--- src/rtl/fdc_rate_ctl.sv ---
module fdc_rate_ctl #(
  parameter int ADDR_W     = 3,
  parameter int RATE_OFS   = 4,
  parameter int TICK_W     = 3,
  parameter int DEF_TICKS  = 3,
  parameter int RST_CYCLES = 4
) (
  input  logic              clk,
  input  logic              rst_n,
  input  logic              wr_en,
  input  logic [ADDR_W-1:0] addr,
  input  logic [7:0]        wdata,
  input  logic              ccr_wr,
  input  logic [1:0]        ccr_rate,
  input  logic              dr_acc,
  input  logic              msr_acc,
  input  logic              dor_rst,
  output logic [1:0]        rate,
  output logic [TICK_W-1:0] prec_ticks,
  output logic              low_pwr,
  output logic              ctl_rst
);

  localparam int CNT_W = $clog2(RST_CYCLES + 1);
  localparam logic [1:0] RATE_INIT = 2'd2;

  logic             hit;
  logic [2:0]       prec_q;
  logic [CNT_W-1:0] cnt_q;
  logic             pulse;

  assign hit     = wr_en && (addr == ADDR_W'(RATE_OFS));
  assign pulse   = (cnt_q != '0);
  assign ctl_rst = pulse | dor_rst;

  always_ff @(posedge clk or negedge rst_n) begin
    if (!rst_n) begin
      rate   <= RATE_INIT;
      prec_q <= 3'b000;
    end else if (hit) begin
      rate   <= wdata[1:0];
      prec_q <= wdata[4:2];
    end else if (ccr_wr) begin
      rate   <= ccr_rate;
    end
  end

  always_ff @(posedge clk or negedge rst_n) begin
    if (!rst_n)
      cnt_q <= '0;
    else if (hit && wdata[7])
      cnt_q <= CNT_W'(RST_CYCLES);
    else if (pulse)
      cnt_q <= cnt_q - 1'b1;
  end

  always_ff @(posedge clk or negedge rst_n) begin
    if (!rst_n)
      low_pwr <= 1'b0;
    else if (dr_acc || msr_acc || ctl_rst)
      low_pwr <= 1'b0;
    else if (hit)
      low_pwr <= wdata[6] & ~wdata[7];
  end

  always_comb begin
    case (prec_q)
      3'b111:  prec_ticks = '0;
      3'b000:  prec_ticks = TICK_W'(DEF_TICKS);
      default: prec_ticks = TICK_W'(prec_q);
    endcase
  end

endmodule

--- config.mk ---
export PLATFORM = sky130hd
export DESIGN_NAME = fdc_rate_ctl
export DESIGN_NICKNAME = d
export VERILOG_FILES = /design/src/rtl/fdc_rate_ctl.sv
export SDC_FILE = /design/constraint.sdc
export NUM_CORES = 1
export LEC_CHECK = 0
export ABC_CLOCK_PERIOD_IN_PS = 1500
export CORE_AREA = 2 2 39 41
export CTS_BUF_LIST = sky130_fd_sc_hd__clkbuf_8
export DETAILED_ROUTE_END_ITERATION = 8
export DIE_AREA = 0 0 41 43
export HOLD_SLACK_MARGIN = 0.03
export PLACE_DENSITY = 0.76
export SKIP_CTS_REPAIR_TIMING = 1
export SLEW_MARGIN = 5
export SYNTH_ARGS = -nofsm -noshare
export SYNTH_HDL_FRONTEND = slang
export SYNTH_SLANG_ARGS = --single-unit
--- constraint.sdc ---
create_clock -name clk -period 1.5 [get_ports clk]
set_input_delay 0.3 -clock clk [delete_from_list [all_inputs] [get_ports clk]]
set_output_delay 0.3 -clock clk [all_outputs]
set_load 0.02 [all_outputs]
==> results.cfg <==
[placed_design]
port_buffers = 25
post-place-ws_ns = -0.282
gp_congestion = 0.590
placed_cell_area_sq_um = 797
dp_hpwl_um = 859

[power]
p_per_area_nw_per_um2 = 1420
power_uw = 1210
p_leak_uw = 0.000397
vdd_ir_drop_max_uv = 879

[cells_and_area]
layout_commonest_cell = clkdlybuf4s50_1
drive_above_1_share = 0.304
num_antenna_cells = 0
finalNetCount = 102
area_delta_synth_final_pct = 78.8
stdcell_area_sq_um = 855
final_cell_mix = clkdlybuf4s50_1 (19), dfrtp_1 (8), buf_4 (8)

[drt]
dr.pass1.iters = 2
routedWlPerCell_um = 11.5
drt_iter0_drc = 3
antenna_left = 0
drcViolationCount = 0
via_per_inst = 4.66
num_vias = 443
totalWireLength_um = 1090

[hold_path]
hp-class = in2async

[setup_path]
critPathLaunchType = register
timing.rr.start = cnt_q[0]
cp.required_ns = 1.20
crit_start = cnt_q[0]
path_class = reg2out
cp-end-kind = output port
arrival_ns = 1.27
cp_max_fo = 2

[synthesis]
ys_seq_area_frac = 0.474
synthesis.nets = 65
yosys.cell_types.count = 21
synth-warning-count = 0
netlist_instances = 43
syn_area_sq_um = 478
avgSynthCellArea_sq_um = 11.1
ys_ff_latch = 9

[cts]
htreeDepth = 1
insertion_delay_ns = 0.23
clockBufferDepth = 2
cts_tree = yes
cts_buffers = 3
cts.clk_slew.worst_paths_ns = 0.05
clock-sinks = 9
ctsRootBufferMaster = clkbuf_8

[global_routing]
use_met2 = 0.241
grtUsageMet1 = 0.139
grt_pass1_wl_um = 1610
grt_pass1_vias = 395
grt-busiest-layer = met2
grt_overflow = 0
grt_max_degree = 10
track_usage = 0.146
antenna_found_initial = 0
met3_usage = 0.0681

[sta]
setup_slack_ns = -0.0694
whs_ns = 0.360
tightest_slew_ns = 0.397
relSlewSlack = 0.734
finalMaxSlewViolations = 0
fin_skew_ns = 0.00269
fin_crit_sh = 1.05
hold_viol = 0
rsz0062_at_grt = yes
fmax_ghz = 0.637
setup_viol = 1
layout_min_cycle_time_ns = 1.57
fin_setup_tns_ns = -0.0694

[floorplan]
die_h_um = 43
die_w_um = 41
core-area_sq_um = 1380
start_util = 0.345
die_area_sq_um = 1760
rows = 14
io_pins = 27

[run_status]
outcome = finished, violations left
violations = negative setup slack

[run]
cap_viol_max_count = 0
-- cell usage after synthesis --
cell	instances	share of area
mux2_2	2	0.047
nor2_1	2	0.016
a221o_1	1	0.021
xnor2_1	1	0.018
nand2b_4	1	0.029
a221oi_1	1	0.018
mux2i_1	3	0.063
inv_1	3	0.024
a21oi_1	3	0.031
ha_1	2	0.052
nand2b_1	1	0.013
o21ai_0	3	0.031
and4bb_4	1	0.034
nand2_1	3	0.024
buf_6	1	0.024
o21a_1	1	0.016
or2_1	1	0.013
dfstp_2	1	0.055
nor2b_1	3	0.039
nor4_1	1	0.013
dfrtp_1	8	0.42
-- flip-flops by register name, summed over array words and instances (netlist names) --
signal	flops
rate	2
cnt_q	3
prec_q	3
low_pwr	1
-- layout make-up --
type	count	area, sq um
clock buffers	3	41.3
repair buffers	33	303
inverters	3	11.3
well taps	16	20.0
multi-input cells	30	248
flip-flops and latches	9	226
fillers	127	529
clock inverters	1	5.00
-- worst max-delay path: stages (launching register included) --
cell and delay (ns):
dfrtp_1 0.38, inv_2 0.08, ha_4 0.15, nand2b_4 0.05, or2_1 0.22, clkbuf_2 0.16
-- metal layers --
metal  vias to the layer above  wire (um)
met4                         0         24
met2                        21        556
li1                        221          -
met3                         4        122
met1                       197        386
met5                         -          0
-- logic make-up after synthesis --
kind of cell	Yosys count	share of synthesized area
AND/OR/NAND/NOR	13	0.181
flip-flops	9	0.474
XOR/XNOR	1	0.0183
AO/OA/AOI/OAI	9	0.118
adder cells (fa/ha/maj)	2	0.0523
buffers and inverters	4	0.0471
multiplexers	5	0.110
-- final timing paths --
check,end,slack (ns),cells past startpoint
worst max-delay path,ctl_rst,-0.07,5
worst min-delay path,prec_q[0],0.36,1
worst max register to register,low_pwr,0.20,6
worst min register to register,prec_q[0],0.55,1
max in group asynchronous,rate[1],0.82,1
min in group clk,prec_q[0],0.55,1
-- power breakdown --
part | internal, uW | leakage (uW) | switching, uW
clock | 181 | 0.0000255 | 97.6
combinational | 335 | 0.000263 | 239
sequential | 316 | 0.000108 | 43.5
-- through the flow --
step,std cells,util
global placement,91,0.576
global route,95,0.618
CTS,95,0.609
finish,95,0.618
detailed placement,91,0.576
floorplan,43,-
No activity file was read; power rests on OpenSTA's default activity.
